==> src/rtl/dl_pkg.sv <==
package dl_pkg;
  typedef enum logic [1:0] {
    OP_START = 2'd0,
    OP_STOP  = 2'd1,
    OP_LOAD  = 2'd2,
    OP_WAIT  = 2'd3
  } dl_op_e;
endpackage

==> src/rtl/dl_counter.sv <==
module dl_counter #(
  parameter int CNT_W = 32
) (
  input  logic             clk_i,
  input  logic             rst_ni,
  input  logic             load_i,
  input  logic [CNT_W-1:0] load_val_i,
  input  logic             start_i,
  input  logic             stop_i,
  output logic [CNT_W-1:0] value_o,
  output logic             expired_o
);
  logic [CNT_W-1:0] value_q;
  logic             run_q;

  assign expired_o = run_q && (value_q == '0);
  assign value_o   = value_q;

  always_ff @(posedge clk_i or negedge rst_ni) begin
    if (!rst_ni) begin
      value_q <= '0;
      run_q   <= 1'b0;
    end else begin
      // load beats decrement
      if (load_i)                           value_q <= load_val_i;
      else if (run_q && value_q != '0)      value_q <= value_q - CNT_W'(1);
      // explicit op beats automatic stop on expiry
      if (start_i)                          run_q <= 1'b1;
      else if (stop_i)                      run_q <= 1'b0;
      else if (expired_o)                   run_q <= 1'b0;
    end
  end
endmodule

==> src/rtl/dl_thread.sv <==
module dl_thread
  import dl_pkg::*;
#(
  parameter int NUM_CNT = 4,
  parameter int CNT_W   = 32,
  localparam int IDX_W  = $clog2(NUM_CNT)
) (
  input  logic             clk_i,
  input  logic             rst_ni,
  input  logic             op_hit_i,
  input  dl_op_e           op_code_i,
  input  logic [IDX_W-1:0] op_idx_i,
  input  logic [CNT_W-1:0] op_val_i,
  input  logic             ack_i,
  output logic             stall_o,
  output logic             suspend_o,
  output logic [IDX_W-1:0] viol_idx_o
);
  logic [CNT_W-1:0] cnt_val [NUM_CNT];
  logic [NUM_CNT-1:0] cnt_exp;

  for (genvar g = 0; g < NUM_CNT; g++) begin : g_cnt
    logic sel;
    assign sel = op_hit_i && (op_idx_i == IDX_W'(g));
    dl_counter #(.CNT_W(CNT_W)) u_cnt (
      .clk_i      (clk_i),
      .rst_ni     (rst_ni),
      .load_i     (sel && op_code_i == OP_LOAD),
      .load_val_i (op_val_i),
      .start_i    (sel && op_code_i == OP_START),
      .stop_i     (sel && op_code_i == OP_STOP),
      .value_o    (cnt_val[g]),
      .expired_o  (cnt_exp[g])
    );
  end

  // lowest expired index wins
  logic             any_exp;
  logic [IDX_W-1:0] low_idx;
  always_comb begin
    any_exp = 1'b0;
    low_idx = '0;
    for (int i = NUM_CNT - 1; i >= 0; i--) begin
      if (cnt_exp[i]) begin
        any_exp = 1'b1;
        low_idx = IDX_W'(i);
      end
    end
  end

  logic             pend_q;
  logic [IDX_W-1:0] widx_q;
  logic             susp_q;
  logic [IDX_W-1:0] vidx_q;
  logic             at_one;

  assign at_one     = (cnt_val[widx_q] == CNT_W'(1));
  assign stall_o    = pend_q && !at_one;
  assign suspend_o  = susp_q;
  assign viol_idx_o = vidx_q;

  always_ff @(posedge clk_i or negedge rst_ni) begin
    if (!rst_ni) begin
      pend_q <= 1'b0;
      widx_q <= '0;
      susp_q <= 1'b0;
      vidx_q <= '0;
    end else begin
      if (any_exp) begin
        pend_q <= 1'b0;
      end else if (op_hit_i && op_code_i == OP_WAIT) begin
        pend_q <= 1'b1;
        widx_q <= op_idx_i;
      end else if (pend_q && at_one) begin
        pend_q <= 1'b0;
      end
      susp_q <= any_exp || (susp_q && !ack_i);
      if (any_exp && (!susp_q || ack_i)) vidx_q <= low_idx;
    end
  end
endmodule

==> src/rtl/dl_unit.sv <==
module dl_unit
  import dl_pkg::*;
#(
  parameter int NUM_THREADS = 4,
  parameter int NUM_CNT     = 4,
  parameter int CNT_W       = 32,
  localparam int TID_W      = $clog2(NUM_THREADS),
  localparam int IDX_W      = $clog2(NUM_CNT)
) (
  input  logic                         clk_i,
  input  logic                         rst_ni,
  input  logic                         op_valid_i,
  input  logic [TID_W-1:0]             op_tid_i,
  input  logic [1:0]                   op_code_i,
  input  logic [IDX_W-1:0]             op_idx_i,
  input  logic [CNT_W-1:0]             op_val_i,
  input  logic [NUM_THREADS-1:0]       susp_ack_i,
  output logic [NUM_THREADS-1:0]       stall_o,
  output logic [NUM_THREADS-1:0]       suspend_o,
  output logic                         irq_o,
  output logic [NUM_THREADS*IDX_W-1:0] viol_idx_o
);
  dl_op_e op_code;
  assign op_code = dl_op_e'(op_code_i);

  for (genvar g = 0; g < NUM_THREADS; g++) begin : g_thr
    dl_thread #(.NUM_CNT(NUM_CNT), .CNT_W(CNT_W)) u_thr (
      .clk_i      (clk_i),
      .rst_ni     (rst_ni),
      .op_hit_i   (op_valid_i && (op_tid_i == TID_W'(g))),
      .op_code_i  (op_code),
      .op_idx_i   (op_idx_i),
      .op_val_i   (op_val_i),
      .ack_i      (susp_ack_i[g]),
      .stall_o    (stall_o[g]),
      .suspend_o  (suspend_o[g]),
      .viol_idx_o (viol_idx_o[g*IDX_W +: IDX_W])
    );
  end

  assign irq_o = |suspend_o;
endmodule

==> config.mk <==
export PLATFORM = sky130hd
export DESIGN_NAME = dl_unit
export DESIGN_NICKNAME = d
export VERILOG_FILES = /design/src/rtl/dl_pkg.sv /design/src/rtl/dl_counter.sv /design/src/rtl/dl_thread.sv /design/src/rtl/dl_unit.sv
export SDC_FILE = /design/constraint.sdc
export NUM_CORES = 2
export LEC_CHECK = 0
export BUFFER_PORTS_ARGS = -buffer_cell sky130_fd_sc_hd__buf_2
export CAP_MARGIN = 20
export CORE_UTILIZATION = 60
export CTS_CLUSTER_DIAMETER = 80
export CTS_CLUSTER_SIZE = 12
export DETAILED_ROUTE_END_ITERATION = 8
export PLACE_DENSITY = 0.77
export RECOVER_POWER = 100
export SLEW_MARGIN = 0
export SYNTH_ARGS = -nofsm -noshare
export SYNTH_HDL_FRONTEND = slang
export SYNTH_SLANG_ARGS = --single-unit
==> constraint.sdc <==
create_clock -name clk_i -period 4.1 [get_ports clk_i]
set_input_delay 0.615 -clock clk_i [delete_from_list [all_inputs] [get_ports clk_i]]
set_output_delay 0.615 -clock clk_i [all_outputs]
set_load 0.005 [all_outputs]
==> run metrics <==
share of the synthesized area in the top cell type=43.0%; final wirelength=93100 um; maximum clock path buffer count=3; DRT Pass-1 Iters=7; share of cells above drive strength 1=5.61%; H-tree levels=2; hold_sp=susp_ack_i[0]; commonest non-fill, non-tap cell in the layout=dfrtp_1; crit path from=g_thr[0].u_thr.g_cnt[0].u_cnt.value_o[23]; vias in the first global route=25640; Setup WS pre-CTS=0.975 ns; Post-Route Setup TNS=0 ns; switching share of total power=33.9%; row count=84; leading area contributor after synthesis=dfrtp_1; fmax=260 MHz; Design Area, Final=33800 um^2; effective utilization at floorplan=60.9%; Slew Viols, Final=83; Cells on Worst Hold Path=3; outcome=complete, but fails checks; Reg clk slew, reported paths=0.06 ns; Via Count=27401; unrepaired setup endpoints after global routing=no; Root Buffer=clkbuf_16; initial drt markers=2892; number of synthesized flops with an enable pin=0; Setup crit end kind=output pin; CP Max Fanout=8; CTS tree=done; initial antenna violation count=3; PnR Total Power=16.1 mW; final hold vios=0; violations in the final reports=DRC, capacitance limit, slew limit; fin crit period=3.84 ns; drt via density=6.31; worst r2r src=g_thr[2].u_thr.g_cnt[1].u_cnt.value_o[15]; Mapped Nets=3792; peak supply drop=0.365 mV; mapped cell area=32100 um^2; Logic pwr share=23.0%; Die X=233 um; die footprint=54500 um^2; most frequent cells in the layout=dfrtp_1 (552), nor2_1 (483), nand2_1 (356); FF+latch count, synth=552; routed len/inst=21.5 um; ys async rst share=100%; P_int=10.7 mW; net count of the finished layout=3720; crit share post-route=93.7%; ys flop type=dfrtp_1; I/O pin count=62; largest net degree at the start of global routing=102; Pwr per Cell Area=477 nW/um^2; Tightest Pin Transition=2.11 ns; Worst-Skew Late Latency=0.62 ns; Max-cap violations=2; register area share after synthesis=43.0%; WHS Endpoint=g_thr[0].u_thr.suspend_o; Crit Path Category=flip-flop to output pin; CP arrival=3.23 ns; # clock sinks=552; Worst Slack Setup Final=0.259 ns; antenna-violating nets left=0; Min-Delay Path Class=input pin to flip-flop; Post-Syn Instances=3723; Synth area leaders=dfrtp_1 (43%), xnor2_1 (8.1%), nor2_1 (5.7%); Final GP Congestion=0.922; placed instance area=32800 um^2; distinct cell type count after synthesis=85; aggregate global routing overflow=0; number of port buffers=61; Avg Inst Size Synth=8.63 um^2; clock share of power=26.6%; GRT Resource Usage Total=34.5%; Hold Worst Slack=0.378 ns; Detailed Place HPWL=57300 um; first-pass GRT wire length=144000 um; Switch Pwr=5.46 mW; Reg2Reg Depth=6; total CTS buffers=51; reg2reg end=g_thr[2].u_thr.g_cnt[1].u_cnt.value_o[20]; crit start category=flip-flop; Die Ht=233 um; Core Area=52800 um^2; Final Skew=0.0244 ns; Slew HR=-40.7%; Synth-to-Final Area Change=5.19%; DRC viols=8; Ys Warns=0; final setup fails=0; Leak Pwr=11.0 nW; Worst EP required=3.48 ns; sequential power share=50.4%; internal reg-to-reg setup slack=0.36 ns
[how the worst max path moves through the flow]
stage,endpoint,slack (ns),cells after the start
after global placement,stall_o[3],1.03,6
after global routing,stall_o[0],0.11,6
after floorplan,stall_o[0],1.22,6
after CTS,stall_o[0],0.31,6
final,stall_o[0],0.26,6
after detailed placement,stall_o[0],0.97,6
[sequential cells by signal, summed over array words and instances (netlist names)]
name,count
g_thr.u_thr.viol_idx_o,8
g_thr.u_thr.widx_q,8
g_thr.u_thr.suspend_o,4
g_thr.u_thr.g_cnt.u_cnt.run_q,16
g_thr.u_thr.g_cnt.u_cnt.value_o,512
g_thr.u_thr.pend_q,4
[cell type report]
cell class / instances / area [um^2]
clock buffers: 52 / 1300
fillers: 4556 / 19000
flip-flops and latches: 552 / 13800
well taps: 688 / 861
inverters: 51 / 191
multi-input cells: 2890 / 16900
repair buffers: 105 / 648
diodes: 2 / 5.00
clock inverters: 2 / 25.0
[power by group through the flow]
stage | registers (mW) | clock network, mW | logic, mW
after global placement | 8.12 | 0 | 3.58
after floorplan | 7.84 | 0 | 2.90
after CTS | 8.10 | 4.32 | 3.74
final | 8.12 | 4.28 | 3.71
after detailed placement | 8.17 | 0 | 3.71
after global routing | 8.30 | 4.52 | 4.14
[synthesized netlist by cell type (all sizes together), types with 12 or more instances]
cell type    n
o31ai       20
clkbuf     169
ha          24
buf         58
dfrtp      552
or4        109
o211ai      13
nand3b      22
nor3       188
or2         20
and3        16
nand4       44
a31oi       24
nand4b      13
or3         95
o21ai      238
o41ai       12
nand2b      21
a21oi      281
xnor2      297
xor2       158
nand2      363
mux2        15
nor2       491
nand3      121
nor4       165
inv         51
[worst max-delay path, cell delays in order (launching register included)]
cell	delay (ns)
dfrtp_1	0.41
or4_1	0.61
or4_1	0.70
nor4bb_1	0.44
a2111o_1	0.13
o21ai_0	0.15
buf_2	0.17
[kinds of logic after synthesis]
group,synth area share [%]
AND/OR/NAND/NOR,27.2
multiplexers,0.869
adder cells (fa/ha/maj),0.935
buffers and inverters,3.62
AO/OA/AOI/OAI,12.0
flip-flops,43.0
XOR/XNOR,12.4
[per-stage QoR]
stage | util (%) | cells
2_1_floorplan | - | 3723
3_3_place_gp | 62.1 | 4284
3_5_place_dp | 62.1 | 4284
5_1_grt | 64.0 | 4342
4_1_cts | 64.6 | 4339
6_report | 64.0 | 4342
[per-layer routing]
metal | vias to the layer above | wire (um) | track usage (%)
met4 | 0 | 4970 | 17.1
met2 | 1092 | 41400 | 53.5
met1 | 13085 | 38200 | 47.3
met3 | 258 | 8580 | 5.32
li1 | 12966 | - | -
met5 | - | 0 | 0
[what timing repair did]
| action | CTS | global route |
|---|---|---|
| endpoints found under the hold margin | 8 | 0 |
| hold buffers | 1 | 0 |
| setup endpoints to repair | 0 | 0 |
| buffers inserted | 0 | 0 |
| resized for setup | 0 | 0 |
No activity file was read; power rests on OpenSTA's default activity.
